==> src/rtl/irq_jam_pkg.sv <==
package irq_jam_pkg;
  localparam int VEC_W  = 3;
  localparam int DATA_W = 8;
  localparam int PAD_W  = DATA_W - VEC_W - 3;

  typedef enum logic [1:0] {
    ST_IDLE  = 2'd0,
    ST_PEND  = 2'd1,
    ST_ACKED = 2'd2
  } jam_state_e;

  // one-byte restart: 00 vvv 101
  function automatic logic [DATA_W-1:0] restart_opcode(input logic [VEC_W-1:0] v);
    return {{PAD_W{1'b0}}, v, 3'b101};
  endfunction
endpackage

==> src/rtl/req_capture.sv <==
module req_capture
  import irq_jam_pkg::*;
(
  input  logic             clk,
  input  logic             rst_n,
  input  logic             req_i,
  input  logic [VEC_W-1:0] vec_i,
  input  logic             accept_i,
  output logic             rise_o,
  output logic [VEC_W-1:0] vec_o
);
  logic             req_q;
  logic [VEC_W-1:0] vec_q;

  // req_q resets high so a level held through reset is no edge
  always_ff @(posedge clk) begin
    if (!rst_n) req_q <= 1'b1;
    else        req_q <= req_i;
  end

  assign rise_o = req_i & ~req_q;

  always_ff @(posedge clk) begin
    if (!rst_n)        vec_q <= '0;
    else if (accept_i) vec_q <= vec_i;
  end

  assign vec_o = vec_q;

  assert_vec_hold_R3: assert property (@(posedge clk) disable iff (!rst_n)
    !accept_i |=> $stable(vec_q));
endmodule

==> src/rtl/jam_seq.sv <==
module jam_seq
  import irq_jam_pkg::*;
(
  input  logic       clk,
  input  logic       rst_n,
  input  logic       rise_i,
  input  logic       ack_hit_i,
  input  logic       fetch_i,
  output jam_state_e state_o,
  output logic       accept_o,
  output logic       fire_o
);
  jam_state_e st_q, st_d;

  assign accept_o = (st_q == ST_IDLE) && rise_i;
  assign fire_o   = (st_q == ST_ACKED) && fetch_i;

  always_comb begin
    st_d = st_q;
    unique case (st_q)
      ST_IDLE:  if (rise_i)    st_d = ST_PEND;
      ST_PEND:  if (ack_hit_i) st_d = ST_ACKED;
      ST_ACKED: if (fetch_i)   st_d = ST_IDLE;
      default:                 st_d = ST_IDLE;
    endcase
  end

  always_ff @(posedge clk) begin
    if (!rst_n) st_q <= ST_IDLE;
    else        st_q <= st_d;
  end

  assign state_o = st_q;

  assert_single_fire_R9: assert property (@(posedge clk) disable iff (!rst_n)
    fire_o |=> (st_q == ST_IDLE) && !fire_o);
  assert_ack_leaves_pend_R5: assert property (@(posedge clk) disable iff (!rst_n)
    (st_q == ST_PEND) && ack_hit_i |=> st_q == ST_ACKED);
  assert_idle_ack_ignored_R6: assert property (@(posedge clk) disable iff (!rst_n)
    (st_q == ST_IDLE) && !rise_i |=> st_q == ST_IDLE);
endmodule

==> src/rtl/jam_drive.sv <==
module jam_drive
  import irq_jam_pkg::*;
(
  input  logic              fire_i,
  input  logic [VEC_W-1:0]  vec_i,
  output logic              drive_o,
  output logic              inhibit_o,
  output logic [DATA_W-1:0] byte_o
);
  assign drive_o   = fire_i;
  assign inhibit_o = fire_i;
  assign byte_o    = fire_i ? restart_opcode(vec_i) : '0;

  always_comb begin
    if (fire_i) assert_opcode_form_R8: assert (byte_o[2:0] == 3'b101 && byte_o[DATA_W-1:VEC_W+3] == '0);
  end
endmodule

==> src/rtl/irq_jam_ctrl.sv <==
module irq_jam_ctrl
  import irq_jam_pkg::*;
#(
  parameter int             STATE_W  = 3,
  parameter logic [STATE_W-1:0] ACK_CODE = 3'b011
) (
  input  logic               clk,
  input  logic               rst_n,
  input  logic               req_i,
  input  logic [VEC_W-1:0]   vec_i,
  input  logic [STATE_W-1:0] state_code_i,
  input  logic               fetch_data_i,
  output logic               int_o,
  output logic               bus_drive_o,
  output logic [DATA_W-1:0]  jam_byte_o,
  output logic               mem_inhibit_o
);
  logic             req_rise;
  logic             accept;
  logic             ack_hit;
  logic             jam_fire;
  logic [VEC_W-1:0] held_vec;
  jam_state_e       seq_state;

  assign ack_hit = (state_code_i == ACK_CODE);

  req_capture u_cap (
    .clk(clk), .rst_n(rst_n), .req_i(req_i), .vec_i(vec_i),
    .accept_i(accept), .rise_o(req_rise), .vec_o(held_vec)
  );

  jam_seq u_seq (
    .clk(clk), .rst_n(rst_n), .rise_i(req_rise), .ack_hit_i(ack_hit),
    .fetch_i(fetch_data_i), .state_o(seq_state), .accept_o(accept), .fire_o(jam_fire)
  );

  jam_drive u_drv (
    .fire_i(jam_fire), .vec_i(held_vec),
    .drive_o(bus_drive_o), .inhibit_o(mem_inhibit_o), .byte_o(jam_byte_o)
  );

  assign int_o = (seq_state == ST_PEND);

  assert_int_drive_excl_R7: assert property (@(posedge clk) disable iff (!rst_n)
    !(int_o && bus_drive_o));
  assert_inhibit_needs_fetch_R10: assert property (@(posedge clk) disable iff (!rst_n)
    mem_inhibit_o |-> fetch_data_i && bus_drive_o);
  assert_int_drops_on_ack_R5: assert property (@(posedge clk) disable iff (!rst_n)
    int_o && ack_hit |=> !int_o);
  assert_int_holds_R2: assert property (@(posedge clk) disable iff (!rst_n)
    int_o && !ack_hit |=> int_o);
  assert_idle_byte_zero_R10: assert property (@(posedge clk) disable iff (!rst_n)
    !bus_drive_o |-> jam_byte_o == '0);
endmodule

==> config.mk <==
export PLATFORM = sky130hd
export DESIGN_NAME = irq_jam_ctrl
export DESIGN_NICKNAME = d
export VERILOG_FILES = /design/src/rtl/irq_jam_pkg.sv /design/src/rtl/req_capture.sv /design/src/rtl/jam_seq.sv /design/src/rtl/jam_drive.sv /design/src/rtl/irq_jam_ctrl.sv
export SDC_FILE = /design/constraint.sdc
export NUM_CORES = 1
export LEC_CHECK = 0
export BUFFER_PORTS_ARGS = -buffer_cell sky130_fd_sc_hd__buf_2
export CAP_MARGIN = 20
export CORE_AREA = 5 5 42 44
export CTS_CLUSTER_DIAMETER = 150
export DETAILED_ROUTE_END_ITERATION = 8
export DIE_AREA = 0 0 47 49
export PLACE_DENSITY = 0.57
export SLEW_MARGIN = 20
export SYNTH_ARGS = -nofsm -noshare
export SYNTH_HDL_FRONTEND = slang
export SYNTH_SLANG_ARGS = --single-unit
==> constraint.sdc <==
create_clock -name clk -period 1.1 [get_ports clk]
set_clock_uncertainty 0.15 [all_clocks]
set_input_delay 0.055 -clock clk [delete_from_list [all_inputs] [get_ports clk]]
set_output_delay 0.055 -clock clk [all_outputs]
set_load 0.05 [all_outputs]
* Word level (Yosys, flattened, before mapping) *
Index checks and enable logic that the tools add are counted.

storage, ports and cells
  flip-flop bits (word level) = 6
  latch bits = 0
  memory bits (writable) = 0
  ROM bits = 0
  input port bits = 10
  output and inout port bits = 11
  logic and storage cells = 20
  memories kept = 0

operators by class
  add/subtract/negate cells = 0
  multipliers = 0
  div/mod/pow operators = 0
  magnitude comparators = 0
  eq/ne operators = 6
  shifts and indexed selects = 0
  muxes and demuxes = 5
  bitwise operators = 2
  reduce and logical (&&, ||, !) cells = 4

operators with widths
  cell                                           number
  2-to-1 mux 2 bit                               3
  2-to-1 mux 6 bit                               1
  one-hot mux 2 bit (3 select lines)             1
  != test 2 x 1 -> 1 bit, second input constant  2
  == test 3 x 2 -> 1 bit, second input constant  1
  AND reduction 3 bit                            1
  == test 2 x 1 -> 1 bit, second input constant  1
  == test 2 bit, second input constant           1
  logical AND 1 bit                              2
  zero test 2 bit                                1
  != test 2 bit, second input constant           1
  bitwise AND 1 bit                              1
  inverter 1 bit                                 1

* Depth between registers and ports, before layout *
  depth in word-level cells = 4
  mapped depth = 3
  gate-level depth less buffers = 2

* Modules after synthesis *
From an unflattened synthesis, not the netlist that was laid out.

second synthesis, totals
  cell total of the unflattened synthesis = 37
  area, all modules = 339.1 um^2

by module, submodules not included
  module        instances  cells each  area each (um^2)  sequential area each (um^2)
  req_capture   1          12          141.4             80.1
  jam_seq       1          12          107.6             40.0
  jam_drive     1          11          75.1              0.0
  irq_jam_ctrl  1          2           15.0              0.0

* Worst setup path before layout *
OpenSTA, ideal clock, no wires.

  path kind = reg-to-reg
  start = reg u_seq.st_q[0] (netlist: u_seq.state_o[0])
  end = reg u_seq.st_q[1] (netlist: u_seq.state_o[1])
  setup time = 0.063 ns
  arrival time = 1.414 ns
  data required time = 0.887 ns
  setup slack = -0.527 ns
  cell stages (with the launch flop) = 3
  buffers on the path = 0
  clock period less this slack = 1.627 ns
  cell sequence = dfxtp_1 > nor2b_1 > a32o_1

between the ends
  word-level cells in the longest chain between the ends = 3
  elaborated cells on any way between the ends = 8
  those cells by class = eq/ne (5); mux (1); reduce/logical (2)

ends and longest elaborated chain
  element                           RTL line            text
  from (decl)                       jam_seq.sv:13       jam_state_e st_q, st_d;
  from (signal assigned)            jam_seq.sv:30       else st_q <= st_d;
  == test 2 x 1 -> 1 bit *          -
  named net int_o                   irq_jam_ctrl.sv:13  output logic int_o,
  != test 2 x 1 -> 1 bit (no line)  -
  AND reduction 3 bit (no line)     -

The timed path passes the listed nets; every way through them passes the cells marked *.
A chain may end at the register's enable or synchronous reset.

* Worst setup path after layout *
  start = reg u_seq.st_q[0] (netlist: u_seq.state_o[0])
  end = out mem_inhibit_o

between the ends
  word-level cells in the longest chain between the ends = 2

ends and longest elaborated chain
  element            RTL line            text
  == test 2 bit      jam_seq.sv:16       assign fire_o = (st_q == ST_ACKED) && fetch_i;
  logical AND 1 bit  jam_seq.sv:16
  to (decl)          irq_jam_ctrl.sv:16  output logic mem_inhibit_o

No other way between the ends.

==> results_dict.tcl <==
set metrics [dict create \
    status "finished, violations left" \
    violations "negative setup slack" \
    layout.cells.most_common "buf_2" \
    worstSkewPairLatency_ns 0.24 \
    antenna_left 0 \
    grt_pass1_wl_mm 1.45 \
    drc_errors 0 \
    via_per_inst 4.22 \
    end_kind "output port" \
    fin_crit_ns 1.37 \
    setup_ws_ns -0.266 \
    hp-class "in -> reg" \
    cap_violations 0 \
    cts_tree "yes" \
    synth_top_area_share_pct 35.8 \
    cts_root_buffer "clkbuf_4" \
    ff2ff_setup_slack_ns -0.19 \
    grt_overflow 0 \
    worstSetupPathType "reg -> out" \
    avgSynthCellArea_sq_um 9.31 \
    layout-drive-gt1-share_pct 54.0 \
    final_cells 79 \
    rows 14 \
    routed_wirelength_um 877 \
    place_hpwl_um 578 \
    core_area_sq_mm 0.00140 \
    grt_max_degree 6 \
    clkTransAtPathRegs_ns 0.04 \
    final_cell_mix "9 x buf_2, 8 x dlygate4sd3_1, 6 x nand2_1, 5 x buf_6" \
    rsz0062_at_grt "yes" \
    fmax_ghz 0.732 \
    path_cells "and2b_2 > and2_4 > buf_6" \
    crit_fanout 5 \
    finalPower_mw 0.548 \
    cpPeakStageDelay_ns 0.33 \
    wl_per_cell_um 11.1 \
    dieArea_sq_mm 0.00230 \
    ys_seq_elements 6 \
    synth_area_leaders "dfxtp_1 36%, buf_4 13%, mux2i_1 9.0%, nor4b_4 7.1%, nand2_1 6.7%" \
    vias 333 \
    yosysUniqueCellTypes 16 \
    place_inst 65 \
    track_usage_pct 8.94 \
    cp_top_family "simple AND/OR/NAND/NOR gates" \
    yosys_warnings 0 \
    initial_core_util_pct 23.9 \
    synth_top_cell_by_area "dfxtp_1" \
    leakagePower_nw 0.286 \
    final_nets 75 \
    critPathBufInv 1 \
    ir_drop_mv 0.401 \
    netlist_instances 36 \
    hold_slack_ns 0.0496 \
    maxSlewViolCount 0 \
    start_kind "flip-flop" \
    cts_buffer_depth 2 \
    seq_area_frac_synth_pct 35.8 \
    finalSetupTns_ns -2.68 \
    grt_antenna_before_repair 0 \
    io_pins 21 \
    grt_pass1_vias 363 \
    gp_congestion 0.683 \
    die_h_um 49 \
    min_period_over_period_pct 124 \
    htree_levels 1 \
    drt_iter0_drc 0 \
    setup_violations 13 \
    required_ns 0.89 \
    syn2layout_area_growth_pct 88.8 \
    slowest_stage "dfxtp_4" \
    dr.pass1.iters 1 \
    power_density_mw_per_mm2 866 \
    final_util_pct 45.2 \
    synthesis.area_sq_um 335 \
    die_width_um 47 \
    n_antenna_cell 0 \
    hold_viol_final 0 \
    n_fill_cell 148 \
    cts-buffers-inserted 3 \
    io_buffers 17 \
    clkSinkCount 6 \
    crit_arrival_ns 1.16 \
]
-- worst register-to-register path, stage by stage, from the launching register on --
cell and delay, ns:
dfxtp_4 0.33, buf_4 0.14, nor4b_4 0.23, buf_4 0.18, mux2i_1 0.18
-- path summary, 6_finish.rpt --
kind                 endpoint             start  cells past startpoint
max             mem_inhibit_o  u_seq.state_o[0]                      3
min          u_seq.state_o[0]   state_code_i[1]                      3
max reg2reg    u_cap.vec_o[1]  u_seq.state_o[0]                      4
min reg2reg    u_cap.vec_o[0]    u_cap.vec_o[0]                      2
-- stage by stage --
step           setup WS, ns  area, sq um
2_1_floorplan        -0.112          382
3_3_place_gp         -0.122          423
3_5_place_dp         -0.124          423
4_1_cts              -0.279          637
5_1_grt              -0.312          633
6_report             -0.266          633
-- cells in the mapped netlist, drive strengths merged --
cell,count
a32o,1
and2,1
and2b,1
and3,3
and3b,1
buf,6
clkbuf,1
conb,1
dfxtp,6
mux2i,3
nand2,6
nand2b,1
nand3b,1
nor2b,2
nor4b,1
o2bb2ai,1
-- sequential cells by signal, summed over array words and instances (netlist names) --
register       cells
u_cap.req_q        1
u_cap.vec_o        3
u_seq.state_o      2
-- final cells by class --
class	count	area [sq um]	share of cell area (%)
multi-input cells	25	206	32.6
clock buffers	3	22.5	3.56
well taps	16	20.0	3.16
repair buffers	29	256	40.5
flip-flops and latches	6	128	20.2
-- power by group --
part | switching, mW | total (mW) | internal (mW)
Clock | 0.0723 | 0.195 | 0.123
Combinational | 0.0647 | 0.125 | 0.0599
Sequential | 0.00480 | 0.228 | 0.224
Total | 0.142 | 0.548 | 0.406
-- per-layer routing --
metal	global-route usage, %	up-vias	wire, um
li1	-	166	-
met1	8.33	155	312
met2	15.6	12	500
met3	2.95	0	63
met4	5.53	0	0
met5	0	-	0
-- what timing repair did --
item                                    CTS  global route
hold buffers                              8             0
gates resized for setup                  27             0
endpoints found under the hold margin     5             0
setup buffers                             3             1
endpoints found under the setup margin   12            13
pin swaps                                 0             3
-- kinds of logic (layout without fill, tap and decap cells) --
| kind of cell | Yosys count | in the layout | share of synthesized area (%) |
|---|---|---|---|
| other cells | 1 | 3 | 1.12 |
| simple gates | 17 | 17 | 34.0 |
| flops | 6 | 6 | 35.8 |
| buf+inv | 7 | 32 | 14.6 |
| compound gates | 2 | 2 | 5.60 |
| mux | 3 | 3 | 8.96 |
(Power assumes the default switching activity.)
